[src/rtl/vwin_pkg.sv]
package vwin_pkg;

  // Register addresses
  localparam logic [1:0] ADDR_WINDOW = 2'd0;
  localparam logic [1:0] ADDR_TOTAL  = 2'd1;
  localparam logic [1:0] ADDR_MODE   = 2'd2;

  // Bit position of the stop field inside the window register
  localparam int STOP_LSB = 16;

  // Strobes from control to datapath
  typedef struct packed {
    logic load;      // counter reload this cycle
    logic step;      // counter decrement this cycle
    logic startHit;  // counter equals in-use start, window valid
    logic stopHit;   // counter equals in-use stop, window valid
    logic syncGate;  // sync output allowed by in-use mode
  } vwin_strobe_t;

endpackage

[src/rtl/vwin_ctrl.sv]
module vwin_ctrl
  import vwin_pkg::*;
#(
  parameter int CNT_W = 11
) (
  input  logic             clk,
  input  logic             rstN,
  input  logic             regWrEn,
  input  logic [1:0]       regAddr,
  input  logic [31:0]      regWrData,
  output logic [31:0]      regRdData,
  input  logic             lineEnd,
  input  logic [CNT_W-1:0] lineCnt,
  output logic [CNT_W-1:0] reloadVal,
  output vwin_strobe_t     stb
);

  // Values written by software
  logic [CNT_W-1:0] pendStrt, pendStop, pendTotal;
  logic             pendSyncEn, pendComp;
  // Values in use for the current frame
  logic [CNT_W-1:0] effStrt, effStop;
  logic             effSyncEn, effComp;

  logic atZero;
  logic windowOk;
  logic unusedWrBits;

  assign unusedWrBits = ^regWrData;

  always_ff @(posedge clk) begin
    if (!rstN) begin
      pendStrt   <= '0;
      pendStop   <= '0;
      pendTotal  <= '0;
      pendSyncEn <= 1'b0;
      pendComp   <= 1'b0;
    end else if (regWrEn) begin
      case (regAddr)
        ADDR_WINDOW: begin
          pendStrt <= regWrData[0 +: CNT_W];
          pendStop <= regWrData[STOP_LSB +: CNT_W];
        end
        ADDR_TOTAL: pendTotal <= regWrData[0 +: CNT_W];
        ADDR_MODE: begin
          pendSyncEn <= regWrData[0];
          pendComp   <= regWrData[1];
        end
        default: ;
      endcase
    end
  end

  assign atZero = (lineCnt == '0);

  // New settings come into use only on a frame boundary
  always_ff @(posedge clk) begin
    if (!rstN) begin
      effStrt   <= '0;
      effStop   <= '0;
      effSyncEn <= 1'b0;
      effComp   <= 1'b0;
    end else if (lineEnd && atZero) begin
      effStrt   <= pendStrt;
      effStop   <= pendStop;
      effSyncEn <= pendSyncEn;
      effComp   <= pendComp;
    end
  end

  assign windowOk     = (effStrt != effStop);
  assign stb.load     = lineEnd & atZero;
  assign stb.step     = lineEnd & ~atZero;
  assign stb.startHit = windowOk & (lineCnt == effStrt);
  assign stb.stopHit  = windowOk & (lineCnt == effStop);
  assign stb.syncGate = effSyncEn & ~effComp;
  assign reloadVal    = pendTotal;

  always_comb begin
    regRdData = '0;
    case (regAddr)
      ADDR_WINDOW: begin
        regRdData[0 +: CNT_W]        = pendStrt;
        regRdData[STOP_LSB +: CNT_W] = pendStop;
      end
      ADDR_TOTAL: regRdData[0 +: CNT_W] = pendTotal;
      ADDR_MODE:  regRdData[1:0] = {pendComp, pendSyncEn};
      default: ;
    endcase
  end

endmodule

[src/rtl/vwin_dp.sv]
module vwin_dp
  import vwin_pkg::*;
#(
  parameter int CNT_W = 11
) (
  input  logic             clk,
  input  logic             rstN,
  input  vwin_strobe_t     stb,
  input  logic [CNT_W-1:0] reloadVal,
  output logic [CNT_W-1:0] lineCnt,
  output logic             vActive,
  output logic             vSync
);

  always_ff @(posedge clk) begin
    if (!rstN)         lineCnt <= '0;
    else if (stb.load) lineCnt <= reloadVal;
    else if (stb.step) lineCnt <= lineCnt - 1'b1;
  end

  always_ff @(posedge clk) begin
    if (!rstN)             vActive <= 1'b0;
    else if (stb.startHit) vActive <= 1'b1;
    else if (stb.stopHit)  vActive <= 1'b0;
  end

  always_ff @(posedge clk) begin
    if (!rstN)             vSync <= 1'b0;
    else if (!stb.syncGate) vSync <= 1'b0;
    else if (stb.startHit) vSync <= 1'b1;
    else if (stb.stopHit)  vSync <= 1'b0;
  end

endmodule

[src/rtl/vwin_top.sv]
module vwin_top
  import vwin_pkg::*;
#(
  parameter int CNT_W = 11  // at most 16 so both fields fit the window register
) (
  input  logic        clk,
  input  logic        rstN,
  input  logic        regWrEn,
  input  logic [1:0]  regAddr,
  input  logic [31:0] regWrData,
  output logic [31:0] regRdData,
  input  logic        lineEnd,
  input  logic        hActive,
  output logic        vActive,
  output logic        vSync,
  output logic        videoActive
);

  vwin_strobe_t     stb;
  logic [CNT_W-1:0] lineCnt;
  logic [CNT_W-1:0] reloadVal;

  vwin_ctrl #(.CNT_W(CNT_W)) u_ctrl (
    .clk(clk), .rstN(rstN), .regWrEn(regWrEn), .regAddr(regAddr),
    .regWrData(regWrData), .regRdData(regRdData), .lineEnd(lineEnd),
    .lineCnt(lineCnt), .reloadVal(reloadVal), .stb(stb)
  );

  vwin_dp #(.CNT_W(CNT_W)) u_dp (
    .clk(clk), .rstN(rstN), .stb(stb), .reloadVal(reloadVal),
    .lineCnt(lineCnt), .vActive(vActive), .vSync(vSync)
  );

  assign videoActive = vActive | hActive;

endmodule

[config.mk]
export PLATFORM = sky130hd
export DESIGN_NAME = vwin_top
export DESIGN_NICKNAME = d
export VERILOG_FILES = /design/src/rtl/vwin_pkg.sv /design/src/rtl/vwin_ctrl.sv /design/src/rtl/vwin_dp.sv /design/src/rtl/vwin_top.sv
export SDC_FILE = /design/constraint.sdc
export NUM_CORES = 1
export LEC_CHECK = 0
export CAP_MARGIN = 20
export CORE_MARGIN = 4
export CORE_UTILIZATION = 30
export DETAILED_ROUTE_END_ITERATION = 6
export DONT_BUFFER_PORTS = 1
export SLEW_MARGIN = 20
export SYNTH_ARGS = -nofsm -noshare
export SYNTH_HDL_FRONTEND = slang
export SYNTH_SLANG_ARGS = --single-unit
[constraint.sdc]
create_clock -name clk -period 1.9 [get_ports clk]
set_input_delay 0.19 -clock clk [delete_from_list [all_inputs] [get_ports clk]]
set_output_delay 0.19 -clock clk [all_outputs]
set_load 0.03 [all_outputs]
==> results.json <==
{
  "grt_usage": 0.1419,
  "max_freq_ghz": 0.5729,
  "min_period_over_period": 0.9186,
  "post_dp_cell_area_mm2": 0.003715,
  "crit_path_start": "u_dp.lineCnt[6]",
  "crit_family": "simple AND/OR/NAND/NOR gates",
  "timing.final.ws_setup_ns": 0.1546,
  "clockPowerShare": 0.355,
  "firstDrtPassIters": 4,
  "boundaryPins": 74,
  "place.gp.congestion": 0.8817,
  "setup_violations": 0,
  "power.density_mw_per_mm2": 1078,
  "ys_warn_count": 0,
  "path_max_fanout": 10,
  "core_area_mm2": 0.01152,
  "postRouteAntennaNets": 0,
  "nFillCells": 1205,
  "place_inst": 587,
  "critPathRequiredTime_ns": 2.14,
  "min-delay-start": "regWrData[18]",
  "grt_start_max_net_pins": 47,
  "synth_cell_types": 45,
  "dp_hpwl_um": 6839,
  "vias": 3082,
  "antenna_found_initial": 0,
  "fin_cells": 623,
  "max_cap_viol_count": 0,
  "cts_buffers": 9,
  "die_h_um": 116.8,
  "slew_viol_final": 0,
  "clockBufferDepth": 2,
  "die_area_mm2": 0.01365,
  "synth_edf_count": 0,
  "p_leak_nw": 1.558,
  "critical_path_arrival_ns": 1.99,
  "fin_skew_ns": 0.004667,
  "rsz0062_at_grt": "no",
  "layout-drive-gt1-share": 0.08750,
  "routed_wl_um": 9261,
  "synth_flop_cell": "dfxtp_1",
  "path_cells": "xnor2_1 > nand3_1 > or4_1 > a211oi_1",
  "slowest_delay_ns": 0.59,
  "clock_latency_ns": 0.33,
  "clkTransAtPathRegs_ns": 0.05,
  "drtIter0Drc": 140,
  "clock-root-buffer": "clkbuf_16",
  "remaining_drc_errors": 0,
  "synth.largest_area_cell": "dfxtp_1",
  "synth_top_area_share": 0.4056,
  "fin_area_mm2": 0.004198,
  "ir_drop_v": 0.0005716,
  "combinationalPowerShare": 0.257,
  "netlist_instances": 455,
  "worstMarginPinSlew_ns": 0.8322,
  "synthTopCellsByArea": "dfxtp_1, nand2_1, a21oi_1, xnor2_1, mux2i_1",
  "path_buf_inv": 0,
  "postSynth.asyncResetShare": 0,
  "p_sw_mw": 1.379,
  "endpoint_kind": "flip-flop",
  "start_util": 0.3086,
  "grt_pass1_wl_um": 15190,
  "syn2layout_area_growth_pct": 18.13,
  "cts_tree": "done",
  "p_int_mw": 3.148,
  "hold-worst-slack_ns": 0.004016,
  "num-nets-final": 516,
  "cp-start-kind": "flip-flop",
  "synth_seq_cells": 72,
  "wire_per_inst_um": 14.87,
  "grt.overflow.total": 0,
  "synthesis.area_mm2": 0.003553,
  "finalHoldViolCount": 0,
  "antenna_cells": 0,
  "rows": 39,
  "tns_ns": 0,
  "avgSynthCellArea_um2": 7.810,
  "slew_headroom": 0.4439,
  "synth.yosys.seq_area_share": 0.4056,
  "status": "complete, no violations",
  "p_sw_frac": 0.3046,
  "cts_num_sinks": 72,
  "viasPerCell": 4.947,
  "hp-class": "primary input to flip-flop",
  "r2r-start": "u_dp.lineCnt[6]",
  "portBuffers": 0,
  "crit_type": "flip-flop to flip-flop",
  "slowest_stage": "dfxtp_1",
  "fin_crit_ns": 1.745,
  "dp_slack_ns": 0.1506,
  "fp.dieW_um": 116.8,
  "first_global_vias": 2979,
  "htree_levels": 3,
  "seqPwrFrac": 0.388
}
layer usage:
layer  vias up  GRT usage  routed length [µm]
li1       1539          -                   -
met1      1442     0.1782                4100
met2        86     0.2317                4501
met3        15    0.03805                 459
met4         0    0.05657                 200
met5         -          0                   0
power by group through the flow:
stage / clock (mW) / sequential [mW] / combinational, mW
floorplan: 0 / 1.71 / 0.935
detailed placement: 0 / 1.79 / 1.12
CTS: 1.63 / 1.76 / 1.16
global placement: 0 / 1.79 / 1.10
global route: 1.71 / 1.78 / 1.29
finish: 1.61 / 1.76 / 1.16
kinds of logic (layout without fill, tap and decap cells):
logic type | count (synthesis) | after routing | share of synthesized area
adder cells (fa/ha/maj) | 2 | 2 | 0.007041
XOR/XNOR | 33 | 33 | 0.08134
other | 1 | 10 | 0.001055
AND/OR/NAND/NOR | 197 | 197 | 0.2581
flip-flops | 72 | 72 | 0.4056
buffers and inverters | 46 | 62 | 0.06760
AO/OA/AOI/OAI | 88 | 88 | 0.1342
multiplexers | 16 | 16 | 0.04507
registers in the layout (all words and copies together) (netlist names), 11 cells and up:
register,flops
u_ctrl.effStrt,11
u_ctrl.reloadVal,11
u_ctrl.pendStop,11
u_dp.lineCnt,11
u_ctrl.pendStrt,11
u_ctrl.effStop,11
synthesized netlist by cell type, drive strengths merged, types with 2 or more instances:
cell	number
clkbuf	21
xnor2	22
o31ai	2
nor2b	2
or4	2
buf	20
inv	5
nand3	17
nand2	118
nor4	3
o21a	2
dfxtp	72
xor2	11
nor2	18
nand3b	2
ha	2
a211oi	2
mux2i	16
a21oi	67
nand4	4
and2	14
nor3	9
o21ai	10
placed cells by master (no fill, tap or decap), types with 3 or more instances in the layout:
master	count
nand2_1	118
nor3_1	9
clkbuf_1	3
a21oi_1	67
mux2i_1	16
buf_4	20
dlygate4sd3_1	20
xnor2_1	22
nand3_1	16
inv_1	4
clkinv_2	3
dfxtp_1	72
clkbuf_16	9
nand4_1	4
and2_1	13
o21ai_0	10
nor2_1	18
xor2_1	11
conb_1	10
through the flow:
step	power [mW]	utilization
final	4.527	0.3645
after global routing	4.780	0.3645
after CTS	4.545	0.3635
after detailed placement	2.911	0.3226
after global placement	2.886	0.3226
after floorplan	2.646	-
cell type report:
type,count,area (µm²),area share
well taps,143,178.9,0.04262
clock inverters,4,45.04,0.01073
inverters,5,18.77,0.004471
clock buffers,12,236.5,0.05633
multi-input cells,346,1907,0.4542
flip-flops and latches,72,1441,0.3434
repair buffers,41,370.4,0.08823
path summary, 6_finish.rpt:
| path | endpoint | slack [ns] | cells after the start |
|---|---|---|---|
| hold reg to reg | u_ctrl.effStop[10] | 0.47 | 2 |
| setup / recovery | u_dp.vSync | 0.15 | 4 |
| hold / removal | u_ctrl.pendStop[2] | 0.004 | 2 |
| setup reg to reg | u_dp.vSync | 0.15 | 4 |
timing repair:
| action | CTS | global route |
|---|---|---|
| buffers inserted | 0 | 0 |
| endpoints found under the hold margin | 24 | 1 |
| resized for setup | 0 | 1 |
| hold buffers | 19 | 1 |
| setup endpoints to repair | 0 | 5 |
Note: power is estimated with default switching activity, not from simulation.
